## src/rtl/pcg_pkg.sv

```systemverilog
// Shared definitions for the PC domain guard: trap cause codes and the
// configuration field numbers. Assumes a 3-bit field part in every
// configuration address.
package pcg_pkg;

    typedef enum logic [1:0] {
        CAUSE_NONE = 2'b00,
        CAUSE_DATA = 2'b01,
        CAUSE_RET  = 2'b10,
        CAUSE_CFG  = 2'b11
    } cause_e;

    localparam int FLD_W = 3;

    // Slot group fields
    localparam logic [FLD_W-1:0] F_CODE_BASE = 3'd0;
    localparam logic [FLD_W-1:0] F_CODE_LEN  = 3'd1;
    localparam logic [FLD_W-1:0] F_DATA_BASE = 3'd2;
    localparam logic [FLD_W-1:0] F_DATA_LEN  = 3'd3;
    localparam logic [FLD_W-1:0] F_CTRL      = 3'd4;

    // Global group fields
    localparam logic [FLD_W-1:0] G_PRI_BASE  = 3'd0;
    localparam logic [FLD_W-1:0] G_PRI_LEN   = 3'd1;
    localparam logic [FLD_W-1:0] G_RET_ADDR  = 3'd2;

endpackage

```

## src/rtl/pcg_window.sv

```systemverilog
// Half-open window test: hit when base <= value < base + len.
// The sum is formed one bit wider so a window that reaches the top of the
// address space does not wrap. A zero length never hits.
module pcg_window #(
    parameter int XLEN = 32
) (
    input  logic [XLEN-1:0] value,
    input  logic [XLEN-1:0] base,
    input  logic [XLEN-1:0] len,
    output logic            hit
);
    localparam int EW = XLEN + 1;

    logic [EW-1:0] v_ext;
    logic [EW-1:0] lo_ext;
    logic [EW-1:0] hi_ext;

    // Compare the value against the widened bounds
    always_comb begin
        v_ext  = {1'b0, value};
        lo_ext = {1'b0, base};
        hi_ext = lo_ext + {1'b0, len};
        hit    = (len != '0) && (v_ext >= lo_ext) && (v_ext < hi_ext);
    end
endmodule

```

## src/rtl/pcg_classify.sv

```systemverilog
// Sorts one address (a PC or a branch target) into a domain. Secondary code
// intervals are assumed disjoint. If several match anyway, the lowest index
// wins. The primary domain applies only when no secondary interval matches.
module pcg_classify #(
    parameter int XLEN  = 32,
    parameter int NSLOT = 4,
    localparam int IDXW = (NSLOT > 1) ? $clog2(NSLOT) : 1
) (
    input  logic [XLEN-1:0]             pc,
    input  logic [NSLOT-1:0][XLEN-1:0]  code_base,
    input  logic [NSLOT-1:0][XLEN-1:0]  code_len,
    input  logic [XLEN-1:0]             pri_base,
    input  logic [XLEN-1:0]             pri_len,
    output logic                        is_pri,
    output logic                        is_sec,
    output logic [IDXW-1:0]             sec_idx
);
    logic [NSLOT-1:0] slot_hit;
    logic             pri_hit;

    for (genvar i = 0; i < NSLOT; i++) begin : g_code
        pcg_window #(.XLEN(XLEN)) u_win (
            .value(pc),
            .base (code_base[i]),
            .len  (code_len[i]),
            .hit  (slot_hit[i])
        );
    end

    pcg_window #(.XLEN(XLEN)) u_pri (
        .value(pc),
        .base (pri_base),
        .len  (pri_len),
        .hit  (pri_hit)
    );

    // Lowest matching slot index, primary only when no slot matches
    always_comb begin
        sec_idx = '0;
        for (int i = NSLOT - 1; i >= 0; i--) begin
            if (slot_hit[i]) sec_idx = IDXW'(i);
        end
        is_sec = |slot_hit;
        is_pri = !is_sec && pri_hit;
    end
endmodule

```

## src/rtl/pcg_regfile.sv

```systemverilog
// Range registers of the guard. Writes and clears arrive already qualified
// (primary PC, valid instruction). A locked slot (control bit 0) ignores
// writes until it is cleared. The return register is loaded by
// domain-entering calls, and a call load takes precedence over a CSR write
// in the same cycle. The read port is combinational.
module pcg_regfile
    import pcg_pkg::*;
#(
    parameter int          XLEN        = 32,
    parameter int          NSLOT       = 4,
    parameter logic [31:0] PRI_RST_BASE = 32'h0000_0000,
    parameter logic [31:0] PRI_RST_LEN  = 32'h8000_0000,
    localparam int IDXW = (NSLOT > 1) ? $clog2(NSLOT) : 1,
    localparam int SELW = $clog2(NSLOT + 1),
    localparam int AW   = SELW + FLD_W
) (
    input  logic                        clk,
    input  logic                        rst_n,
    input  logic                        wr_en,
    input  logic [AW-1:0]               wr_addr,
    input  logic [XLEN-1:0]             wr_data,
    input  logic                        clr_en,
    input  logic [IDXW-1:0]             clr_idx,
    input  logic                        rar_load,
    input  logic [XLEN-1:0]             rar_value,
    input  logic [AW-1:0]               rd_addr,
    output logic [XLEN-1:0]             rd_data,
    output logic [NSLOT-1:0][XLEN-1:0]  code_base,
    output logic [NSLOT-1:0][XLEN-1:0]  code_len,
    output logic [NSLOT-1:0][XLEN-1:0]  data_base,
    output logic [NSLOT-1:0][XLEN-1:0]  data_len,
    output logic [NSLOT-1:0][XLEN-1:0]  slot_ctrl,
    output logic [XLEN-1:0]             pri_base,
    output logic [XLEN-1:0]             pri_len,
    output logic [XLEN-1:0]             rar
);
    logic [SELW-1:0]  wr_sel;
    logic [FLD_W-1:0] wr_fld;
    logic [SELW-1:0]  rd_sel;
    logic [FLD_W-1:0] rd_fld;

    assign wr_sel = wr_addr[AW-1:FLD_W];
    assign wr_fld = wr_addr[FLD_W-1:0];
    assign rd_sel = rd_addr[AW-1:FLD_W];
    assign rd_fld = rd_addr[FLD_W-1:0];

    for (genvar i = 0; i < NSLOT; i++) begin : g_slot
        logic [XLEN-1:0] r_cbase;
        logic [XLEN-1:0] r_clen;
        logic [XLEN-1:0] r_dbase;
        logic [XLEN-1:0] r_dlen;
        logic [XLEN-1:0] r_ctrl;
        logic            clr_me;
        logic            wr_me;

        assign clr_me = clr_en && (clr_idx == IDXW'(i));
        assign wr_me  = wr_en && (wr_sel == SELW'(i)) && !r_ctrl[0];

        // Slot storage: reset or clear zeroes it, an unlocked write updates one field
        always_ff @(posedge clk) begin
            if (!rst_n || clr_me) begin
                r_cbase <= '0;
                r_clen  <= '0;
                r_dbase <= '0;
                r_dlen  <= '0;
                r_ctrl  <= '0;
            end else if (wr_me) begin
                case (wr_fld)
                    F_CODE_BASE: r_cbase <= wr_data;
                    F_CODE_LEN:  r_clen  <= wr_data;
                    F_DATA_BASE: r_dbase <= wr_data;
                    F_DATA_LEN:  r_dlen  <= wr_data;
                    F_CTRL:      r_ctrl  <= wr_data;
                    default: ;
                endcase
            end
        end

        assign code_base[i] = r_cbase;
        assign code_len[i]  = r_clen;
        assign data_base[i] = r_dbase;
        assign data_len[i]  = r_dlen;
        assign slot_ctrl[i] = r_ctrl;
    end

    logic glb_wr;
    assign glb_wr = wr_en && (wr_sel == SELW'(NSLOT));

    // Global registers: primary bounds and the return register
    always_ff @(posedge clk) begin
        if (!rst_n) begin
            pri_base <= XLEN'(PRI_RST_BASE);
            pri_len  <= XLEN'(PRI_RST_LEN);
            rar      <= '0;
        end else begin
            if (glb_wr && wr_fld == G_PRI_BASE) pri_base <= wr_data;
            if (glb_wr && wr_fld == G_PRI_LEN)  pri_len  <= wr_data;
            if (rar_load)                         rar      <= rar_value;
            else if (glb_wr && wr_fld == G_RET_ADDR) rar   <= wr_data;
        end
    end

    // Read mux for save and restore
    always_comb begin
        rd_data = '0;
        if (rd_sel < SELW'(NSLOT)) begin
            case (rd_fld)
                F_CODE_BASE: rd_data = code_base[rd_sel[IDXW-1:0]];
                F_CODE_LEN:  rd_data = code_len[rd_sel[IDXW-1:0]];
                F_DATA_BASE: rd_data = data_base[rd_sel[IDXW-1:0]];
                F_DATA_LEN:  rd_data = data_len[rd_sel[IDXW-1:0]];
                F_CTRL:      rd_data = slot_ctrl[rd_sel[IDXW-1:0]];
                default:     rd_data = '0;
            endcase
        end else if (rd_sel == SELW'(NSLOT)) begin
            case (rd_fld)
                G_PRI_BASE: rd_data = pri_base;
                G_PRI_LEN:  rd_data = pri_len;
                G_RET_ADDR: rd_data = rar;
                default:    rd_data = '0;
            endcase
        end
    end
endmodule

```

## src/rtl/pc_domain_guard.sv

```systemverilog
// Execute-stage permission guard. It classifies ex_pc and ex_target into
// domains, grants data accesses combinationally (mem_ok), loads the return
// register on calls that enter a secondary domain, checks returns back to
// primary code, and registers any fault into a one-cycle trap pulse.
// It assumes one instruction per cycle and disjoint secondary intervals.
module pc_domain_guard
    import pcg_pkg::*;
#(
    parameter int          XLEN         = 32,
    parameter int          NSLOT        = 4,
    parameter int          INSN_BYTES   = 4,
    parameter logic [31:0] PRI_RST_BASE = 32'h0000_0000,
    parameter logic [31:0] PRI_RST_LEN  = 32'h8000_0000,
    localparam int IDXW = (NSLOT > 1) ? $clog2(NSLOT) : 1,
    localparam int AW   = $clog2(NSLOT + 1) + FLD_W
) (
    input  logic            clk,
    input  logic            rst_n,
    input  logic            ex_valid,
    input  logic [XLEN-1:0] ex_pc,
    input  logic            ex_is_mem,
    input  logic [XLEN-1:0] ex_addr,
    input  logic            ex_is_call,
    input  logic            ex_is_ret,
    input  logic [XLEN-1:0] ex_target,
    input  logic            cfg_we,
    input  logic            cfg_clr,
    input  logic [AW-1:0]   cfg_addr,
    input  logic [XLEN-1:0] cfg_wdata,
    input  logic [IDXW-1:0] cfg_clr_idx,
    output logic [XLEN-1:0] cfg_rdata,
    output logic            mem_ok,
    output logic            trap_valid,
    output logic [1:0]      trap_cause
);
    logic [NSLOT-1:0][XLEN-1:0] code_base;
    logic [NSLOT-1:0][XLEN-1:0] code_len;
    logic [NSLOT-1:0][XLEN-1:0] data_base;
    logic [NSLOT-1:0][XLEN-1:0] data_len;
    logic [NSLOT-1:0][XLEN-1:0] slot_ctrl;
    logic [XLEN-1:0]            pri_base;
    logic [XLEN-1:0]            pri_len;
    logic [XLEN-1:0]            rar;

    logic            cur_pri, cur_sec;
    logic [IDXW-1:0] cur_idx;
    logic            tgt_pri, tgt_sec;
    logic [IDXW-1:0] tgt_idx;
    logic            win_hit;
    logic            data_ok;
    logic            wr_en, clr_en, rar_load;
    logic            cfg_bad, ret_bad, data_bad;
    cause_e          next_cause;

    pcg_classify #(.XLEN(XLEN), .NSLOT(NSLOT)) u_cls_pc (
        .pc       (ex_pc),
        .code_base(code_base),
        .code_len (code_len),
        .pri_base (pri_base),
        .pri_len  (pri_len),
        .is_pri   (cur_pri),
        .is_sec   (cur_sec),
        .sec_idx  (cur_idx)
    );

    pcg_classify #(.XLEN(XLEN), .NSLOT(NSLOT)) u_cls_tgt (
        .pc       (ex_target),
        .code_base(code_base),
        .code_len (code_len),
        .pri_base (pri_base),
        .pri_len  (pri_len),
        .is_pri   (tgt_pri),
        .is_sec   (tgt_sec),
        .sec_idx  (tgt_idx)
    );

    pcg_window #(.XLEN(XLEN)) u_data_win (
        .value(ex_addr),
        .base (data_base[cur_idx]),
        .len  (data_len[cur_idx]),
        .hit  (win_hit)
    );

    // Grant, fault and update conditions for the current instruction
    always_comb begin
        data_ok  = cur_pri || (cur_sec && win_hit);
        mem_ok   = ex_valid && ex_is_mem && data_ok;
        data_bad = ex_valid && ex_is_mem && !data_ok;
        ret_bad  = ex_valid && ex_is_ret && cur_sec && tgt_pri && (ex_target != rar);
        cfg_bad  = ex_valid && (cfg_we || cfg_clr) && !cur_pri;
        wr_en    = ex_valid && cfg_we && cur_pri;
        clr_en   = ex_valid && cfg_clr && cur_pri;
        rar_load = ex_valid && ex_is_call && cur_pri && tgt_sec;
    end

    // Cause priority: configuration, then return, then data
    always_comb begin
        if (cfg_bad)       next_cause = CAUSE_CFG;
        else if (ret_bad)  next_cause = CAUSE_RET;
        else if (data_bad) next_cause = CAUSE_DATA;
        else               next_cause = CAUSE_NONE;
    end

    pcg_regfile #(
        .XLEN        (XLEN),
        .NSLOT       (NSLOT),
        .PRI_RST_BASE(PRI_RST_BASE),
        .PRI_RST_LEN (PRI_RST_LEN)
    ) u_regs (
        .clk      (clk),
        .rst_n    (rst_n),
        .wr_en    (wr_en),
        .wr_addr  (cfg_addr),
        .wr_data  (cfg_wdata),
        .clr_en   (clr_en),
        .clr_idx  (cfg_clr_idx),
        .rar_load (rar_load),
        .rar_value(ex_pc + XLEN'(INSN_BYTES)),
        .rd_addr  (cfg_addr),
        .rd_data  (cfg_rdata),
        .code_base(code_base),
        .code_len (code_len),
        .data_base(data_base),
        .data_len (data_len),
        .slot_ctrl(slot_ctrl),
        .pri_base (pri_base),
        .pri_len  (pri_len),
        .rar      (rar)
    );

    // One-cycle trap pulse with its cause
    always_ff @(posedge clk) begin
        if (!rst_n) begin
            trap_valid <= 1'b0;
            trap_cause <= CAUSE_NONE;
        end else begin
            trap_valid <= (next_cause != CAUSE_NONE);
            trap_cause <= next_cause;
        end
    end
endmodule

```

## config.mk

```make
export PLATFORM = sky130hd
export DESIGN_NAME = pc_domain_guard
export DESIGN_NICKNAME = d
export VERILOG_FILES = /design/src/rtl/pcg_pkg.sv /design/src/rtl/pcg_window.sv /design/src/rtl/pcg_classify.sv /design/src/rtl/pcg_regfile.sv /design/src/rtl/pc_domain_guard.sv
export SDC_FILE = /design/constraint.sdc
export NUM_CORES = 2
export LEC_CHECK = 0
export BUFFER_PORTS_ARGS = -buffer_cell sky130_fd_sc_hd__buf_2
export CAP_MARGIN = 10
export CORE_MARGIN = 3
export CORE_UTILIZATION = 45
export CTS_BUF_LIST = sky130_fd_sc_hd__clkbuf_2 sky130_fd_sc_hd__clkbuf_4 sky130_fd_sc_hd__clkbuf_8
export CTS_CLUSTER_SIZE = 25
export DETAILED_ROUTE_END_ITERATION = 6
export GPL_TIMING_DRIVEN = 0
export PLACE_DENSITY = 0.6
export SKIP_LAST_GASP = 1
export SYNTH_ARGS = -nofsm -noshare
export SYNTH_HDL_FRONTEND = slang
export SYNTH_HIERARCHICAL = 1
export SYNTH_SLANG_ARGS = --single-unit
```

## constraint.sdc

```tcl
create_clock -name clk -period 14.2 [get_ports clk]
set_input_delay 2.13 -clock clk [delete_from_list [all_inputs] [get_ports clk]]
set_output_delay 2.13 -clock clk [all_outputs]
set_load 0.02 [all_outputs]
```

After elaboration in Yosys (flattened, before gate mapping)
Index checks and enable logic that the tools add are counted.
W data, S select, Z words.
{"block": "word_totals", "register_bits": 739, "input_bits": 144, "output_inout_bits": 36}
{"block": "op_classes", "mux": 27, "order_cmp": 25, "n_eq_ne": 12, "addsub": 7, "n_reduce_logical": 105}
{"cell": "$bmux W32 S2", "n": 7}
{"cell": "$lt A32 B33 Y1", "n": 11}
{"cell": "$ge A32 B32 Y1", "n": 11}
{"cell": "$mux W32", "n": 11}
{"cell": "$add A32 B32 Y33", "n": 6}
{"cell": "$reduce_bool A32 Y1", "n": 6}
{"cell": "$pmux W32 S5", "n": 1}
{"cell": "$pmux W32 S3", "n": 1}
{"cell": "$logic_and A1 B1 Y1", "n": 57}
{"cell": "$reduce_and A2 Y1", "n": 20}
{"cell": "$add A32 B3 Y32 const B", "n": 1}
{"cell": "$ne A32 B32 Y1", "n": 1}
{"cell": "$eq A3 B2 Y1 const B", "n": 4}
{"cell": "$mux W2", "n": 6}
{"cell": "$logic_not A1 Y1", "n": 9}
{"cell": "$reduce_or A4 Y1", "n": 2}
{"cell": "$eq A3 B1 Y1 const B", "n": 2}
{"cell": "$eq A3 B3 Y1 const B", "n": 2}
{"cell": "$logic_not A3 Y1", "n": 2}
{"cell": "$logic_or A1 B1 Y1", "n": 6}
{"cell": "$lt A2 B3 Y1 const B", "n": 2}
{"cell": "$eq A2 B2 Y1 const B", "n": 2}
{"cell": "$reduce_bool A2 Y1", "n": 2}
{"cell": "$lt A3 B3 Y1 const B", "n": 1}
{"cell": "other kinds (3)", "n": 3}

Depth between registers and ports, before layout
{"block": "logic_depth", "word_depth": 20, "depth_mapped": 47}

Hierarchy
The synthesis kept the hierarchy.
{"mod": "pcg_regfile", "instances": 1, "area_each_um2": 32583.8, "cells_per_inst": 4057}
{"mod": "pcg_window (u_cls_pc.u_pri ...)", "instances": 5, "area_each_um2": 3130.5, "cells_per_inst": 421}
{"mod": "pcg_window (u_cls_pc.g_code[0].u_win ...)", "instances": 3, "area_each_um2": 3199.3, "cells_per_inst": 419}
{"mod": "pcg_window (u_cls_pc.g_code[3].u_win)", "instances": 1, "area_each_um2": 3166.8, "cells_per_inst": 411}
{"mod": "pcg_window (u_cls_tgt.u_pri)", "instances": 1, "area_each_um2": 3118.0, "cells_per_inst": 423}
{"mod": "pcg_window (u_data_win)", "instances": 1, "area_each_um2": 3006.6, "cells_per_inst": 396}
{"mod": "pc_domain_guard", "instances": 1, "area_each_um2": 2568.7, "cells_per_inst": 219}
{"mod": "pcg_classify", "instances": 2, "area_each_um2": 45.0, "cells_per_inst": 8}

Worst setup path before layout
Ideal clock, no wire load.
{"block": "synth_timing", "kind": "reg2out", "start": "register u_regs.g_slot[3].r_cbase[0]", "end": "output mem_ok", "n_path_buf": 2, "required_time_ns": 12.070, "path_slack_ns": 3.269, "stages_incl_launch_ff": 42, "t_arrival_ns": 8.801, "cell_sequence": "dfxtp_1 -> ha_1 -> fa_1 -> a21o_1 -> a31o_2 -> nand4_1 -> a21oi_2 -> o41ai_4 -> o21ai_2 -> xnor2_1 -> ha_1 -> a21o_1 -> a21o_1 -> a21oi_1 -> o2111ai_1 -> a21oi_1 -> o31ai_1 -> a221oi_1 -> (+6 left out) -> fa_1 -> a21o_1 -> a21oi_2 -> o21a_1 -> nor3_2 -> a221o_1 -> a221o_1 -> nand2_1 -> o311ai_1 -> xnor2_1 -> ha_1 -> a2111oi_0 -> o21ai_0 -> nor3_1 -> nor4b_1 -> a221oi_1 -> a21oi_1 -> nor2_1"}
{"block": "synth_via", "elab_chain_len": 15}
{"element": "start: declaration", "line_no": "pcg_regfile.sv:48", "rtl": "logic [XLEN-1:0] r_cbase;"}
{"element": "start signal: assignment", "line_no": "pcg_regfile.sv:69", "rtl": "F_CODE_BASE: r_cbase <= wr_data;"}
{"element": "$add A32 B32 Y33 / $ge A32 B32 Y1 (equally long branches)", "line_no": "pcg_window.sv:22, pcg_window.sv:23"}
{"element": "$lt A32 B33 Y1 / $logic_and A1 B1 Y1 (equally long branches)", "line_no": "pcg_window.sv:23", "rtl": "hit = (len != '0) && (v_ext >= lo_ext) && (v_ext < hi_ext);"}
{"element": "$logic_and A1 B1 Y1 *", "line_no": "pcg_window.sv:23"}
{"element": "via u_cls_pc.slot_hit[3]", "line_no": "pcg_classify.sv:18", "rtl": "logic [NSLOT-1:0] slot_hit;"}
{"element": "$mux W2 * (4 in a row)", "line_no": "pcg_classify.sv:41", "rtl": "if (slot_hit[i]) sec_idx = IDXW'(i);"}
{"element": "via cur_idx[0]", "line_no": "pc_domain_guard.sv:46", "rtl": "logic [IDXW-1:0] cur_idx;"}
{"element": "$bmux W32 S2 (on tied branches)", "line_no": "pc_domain_guard.sv:79, pc_domain_guard.sv:80"}
{"element": "$mux W32 (on tied branches)", "line_no": "pc_domain_guard.sv:79, pc_domain_guard.sv:80"}
{"element": "$add A32 B32 Y33 (tied with other cells)", "line_no": "pcg_window.sv:22", "rtl": "hi_ext = lo_ext + {1'b0, len};"}
{"element": "$lt A32 B33 Y1 / $logic_and A1 B1 Y1 (equally long branches)", "line_no": "pcg_window.sv:23"}
{"element": "$logic_and A1 B1 Y1 *", "line_no": "pcg_window.sv:23"}
{"element": "via win_hit", "line_no": "pc_domain_guard.sv:49", "rtl": "logic win_hit;"}
{"element": "$logic_and A1 B1 Y1 *", "line_no": "pc_domain_guard.sv:86", "rtl": "data_ok = cur_pri || (cur_sec && win_hit);"}
{"element": "$logic_or A1 B1 Y1 *", "line_no": "pc_domain_guard.sv:86"}
{"element": "$logic_and A1 B1 Y1 *", "line_no": "pc_domain_guard.sv:87", "rtl": "mem_ok = ex_valid && ex_is_mem && data_ok;"}
{"element": "end: declaration", "line_no": "pc_domain_guard.sv:32", "rtl": "output logic mem_ok,"}
Mark *: on every way through the listed nets, which the timed path passes. The rest lies on a longest branch. The select of a mux whose other input is x is not followed.

Worst setup path in the final report
{"block": "layout_timing", "start": "register u_regs.g_slot[3].r_clen[7]", "end": "output mem_ok"}
{"block": "layout_via", "elab_chain_len": 15}
{"element": "start: declaration", "line_no": "pcg_regfile.sv:49", "rtl": "logic [XLEN-1:0] r_clen;"}
{"element": "start signal: assignment", "line_no": "pcg_regfile.sv:70", "rtl": "F_CODE_LEN: r_clen <= wr_data;"}
{"element": "$add A32 B32 Y33 / $reduce_bool A32 Y1 (equally long branches)", "line_no": "pcg_window.sv:22, pcg_window.sv:23"}
{"element": "$lt A32 B33 Y1 / $logic_and A1 B1 Y1 (equally long branches)", "line_no": "pcg_window.sv:23"}
{"element": "$logic_and A1 B1 Y1 *", "line_no": "pcg_window.sv:23"}
{"element": "via u_cls_pc.slot_hit[3]", "line_no": "pcg_classify.sv:18"}
{"element": "$mux W2 * (4 in a row)", "line_no": "pcg_classify.sv:41"}
{"element": "via cur_idx[1]", "line_no": "pc_domain_guard.sv:46"}
{"element": "$bmux W32 S2 (on tied branches)", "line_no": "pc_domain_guard.sv:79, pc_domain_guard.sv:80"}
{"element": "$mux W32 (on tied branches)", "line_no": "pc_domain_guard.sv:79, pc_domain_guard.sv:80"}
{"element": "$add A32 B32 Y33 (tied with other cells)", "line_no": "pcg_window.sv:22"}
{"element": "$lt A32 B33 Y1 / $logic_and A1 B1 Y1 (equally long branches)", "line_no": "pcg_window.sv:23"}
{"element": "$logic_and A1 B1 Y1 *", "line_no": "pcg_window.sv:23"}
{"element": "via win_hit", "line_no": "pc_domain_guard.sv:49"}
{"element": "$logic_and A1 B1 Y1 *", "line_no": "pc_domain_guard.sv:86"}
{"element": "$logic_or A1 B1 Y1 *", "line_no": "pc_domain_guard.sv:86"}
{"element": "$logic_and A1 B1 Y1 *", "line_no": "pc_domain_guard.sv:87"}
Marks and branches as above.

==> key figures <==
Run status
  – Outcome: finished with violations
  – Failing checks: DRC, capacitance limit, slew limit

Power and ir drop
  – Combinational Power Share: 15.1%
  – Clock share of power: 42.5%
  – Switching power: 1480 µW
  – Pwr dens: 64.4 nW/µm²
  – Switching share of power: 30.2%
  – P_int: 3430 µW
  – Max VDD drop: 78.8 µV
  – Register share of total power: a little over two fifths
  – Leakage Power: 0.0307 µW

Routing
  – Avg WL per Cell: 29.7 µm
  – Vias per Instance: around 6.4
  – DRC Markers: 12
  – Final WL: 337 mm
  – Initial detailed-routing violation count: 9701
  – Antenna-violating nets left: 0
  – Via count: 72100
  – Pre-antenna DRT Iters: 7

Global routing
  – Overall Global Routing Usage: 40.4%
  – Antenna violations before repair: 24
  – Largest net degree at the start of global routing: 18
  – Total global routing overflow: 0
  – First-pass GRT wire length: 466 mm
  – Vias in the first global route: 64200

STA
  – Fin Hold WS: roughly 450 ps
  – Setup TNS: 0 ps
  – Measured slew at the worst slew-check pin: 1540 ps
  – Setup violations, final: 0
  – Max Slew Vio Count: 2
  – Tcrit/Tclk final: a little over nine tenths
  – Worst clock skew: 40.9 ps
  – Worst setup margin: 397 ps
  – Headroom to the max-slew limit: -3.44%
  – Final min period: 13800 ps
  – Final hold viol count: 0
  – Achievable Freq: around 0.072 GHz

Finish
  – Final net count: 10400
  – Fillers: 15100
  – Layout cell share with drive strength beyond 1: 12.1%
  – Area Overhead vs Synth: 9.42%
  – Core Util, Final: 49.9%
  – Count of non-filler cells in the finished layout: around 11000

Clock tree
  – Hold_buf cts: 0
  – CTS H-tree lvls: 3
  – TritonCTS buffer count: 117
  – Clock Tree Buf Depth: 3
  – Worst-Skew Late Latency: ~840 ps
  – Clk slew on worst S/H paths: 70 ps
  – Cell at the root of the clock tree: clkbuf_8
  – CTS tree: yes
  – CTS Sinks: about 740

Worst setup path
  – Req. time, crit path: 12070 ps
  – CP max stage delay: about 640 ps
  – Highest net fanout along the worst path: 10
  – WP data arrival: 11670 ps
  – Critical Path End Type: output port
  – Kind of critical path: reg2out
  – Worst Setup Start Kind: flip-flop
  – Slowest-stage cell, CP: dfxtp_1
  – Worst flop-to-flop path startpoint: u_regs/g_slot[3].r_clen[7]
  – CP startpoint: u_regs/g_slot[3].r_clen[7]

Synth
  – Syn nets: 10100
  – Yosys Warn Count: 6
  – Synth Instances: 8879
  – Syn Area/Cell: between 7 and 8 µm²
  – Synthesized cell area: 69800 µm²

Floorplan
  – Die boundary width: 400 µm
  – Die height: 400 µm
  – Total die area: 160000 µm²
  – Core region area: approximately 150000 µm²
  – I/O Pins: 180
  – Rows: 143
  – Starting Density: 45.6%

Run
  – Maxcap violations: 1

Placed design
  – Pre-CTS setup slack: -1690 ps
  – Placed cell count: 11100
  – Detailed Place HPWL: 268 mm
  – IO Port Bufs: 179
  – Gp weighted congestion: between 1 and 1.5

Worst hold path
  – Hold Path Origin: u_regs/g_slot[3].r_ctrl[8]
  – Hold Crit Class: reg2reg
## path summary, 6_finish.rpt
path	end	slack, ps	cells after the start
hold / removal	u_regs/g_slot[3].r_ctrl[8]	450	2
setup / recovery	mem_ok	400	43
setup reg to reg	trap_cause[0]	3030	44
hold reg to reg	u_regs/g_slot[3].r_ctrl[8]	450	2
## power by group through the flow
| stage | Sequential, µW | Clock, µW | Combinational (µW) |
|---|---|---|---|
| final | 2080 | 2090 | 743 |
| after global routing | 2080 | 2190 | 775 |
| after CTS | 2080 | 2100 | 702 |
| after detailed placement | 2130 | 0 | 697 |
| after global placement | 2130 | 0 | 683 |
| after floorplan | 2130 | 0 | 352 |
## sequential cells by signal, summed over array words and instances, names as in the netlist
| name | count |
|---|---|
| u_regs/g_slot.r_dbase | 128 |
| u_regs/g_slot.r_ctrl | 128 |
| trap_cause | 2 |
| u_regs/pri_base | 32 |
| u_regs/g_slot.r_cbase | 128 |
| u_regs/rar | 32 |
| u_regs/pri_len | 32 |
| u_regs/g_slot.r_dlen | 128 |
| trap_valid | 1 |
| u_regs/g_slot.r_clen | 128 |
## placed cells by master, fill, tap and decap left out, types with 34 or more instances in the layout
cell / instances
nand2_1: 1710
a21oi_1: 1126
ha_1: 1046
dfxtp_1: 713
inv_1: 451
a21o_1: 306
buf_2: 304
clkbuf_1: 301
nor2_1: 281
o21ai_0: 264
mux2_2: 252
xor2_1: 221
nand4_1: 165
clkbuf_8: 153
xnor2_1: 152
nand3_1: 142
nor4_1: 132
nand2b_1: 117
mux4_2: 98
o22ai_1: 74
nor3_1: 66
a31oi_1: 63
a211oi_1: 63
o21bai_1: 62
o21ai_1: 59
nor2b_1: 55
a221o_1: 44
and3_1: 43
a21boi_1: 41
o21a_1: 39
mux2i_1: 37
clkbuf_4: 36
o211a_1: 35
a21boi_0: 34
## area by class of cell
cell class                 count  area [µm²]  share of cell area, %
buffer                       460        2000                   2.62
sequential                   739       14800                   19.4
clock buffer                 186        2350                   3.08
timing repair buffer         205        1110                   1.45
clock inverter                25         294                  0.385
antenna                       12        30.0                 0.0393
inverter                     451        1690                   2.22
multi-input combinational   7229       51500                   67.5
tap                         2030        2540                   3.33
## metrics by stage
step | total power (µW) | area (µm²)
3_5_place_dp | 2820 | 73300
6_report | 4920 | 76300
4_1_cts | 4890 | 76000
3_3_place_gp | 2810 | 73200
5_1_grt | 5040 | 76300
2_1_floorplan | 2480 | 69800
## timing repair
item                                    CTS  global route
buffers inserted                          3             7
pin swaps                                 3             5
resized for setup                        29            52
endpoints found under the setup margin    1             1
## worst max-delay path: cells and delay by family (launching register included)
| kind | cells | cell delay (ps) |
|---|---|---|
| simple gates | 7 | 960 |
| xor+xnor | 2 | 350 |
| fa+ha+maj | 5 | 1630 |
| compound gates | 23 | 5800 |
| buf+inv | 5 | 1040 |
| mux | 1 | 410 |
| flops | 1 | 640 |
## per-layer routing
layer	wire, µm	track usage (%)
met5	74	0
met2	134000	57.4
met4	25100	24.8
met1	136000	53.6
met3	40900	11.8
Power figures use the tool's default switching activity.
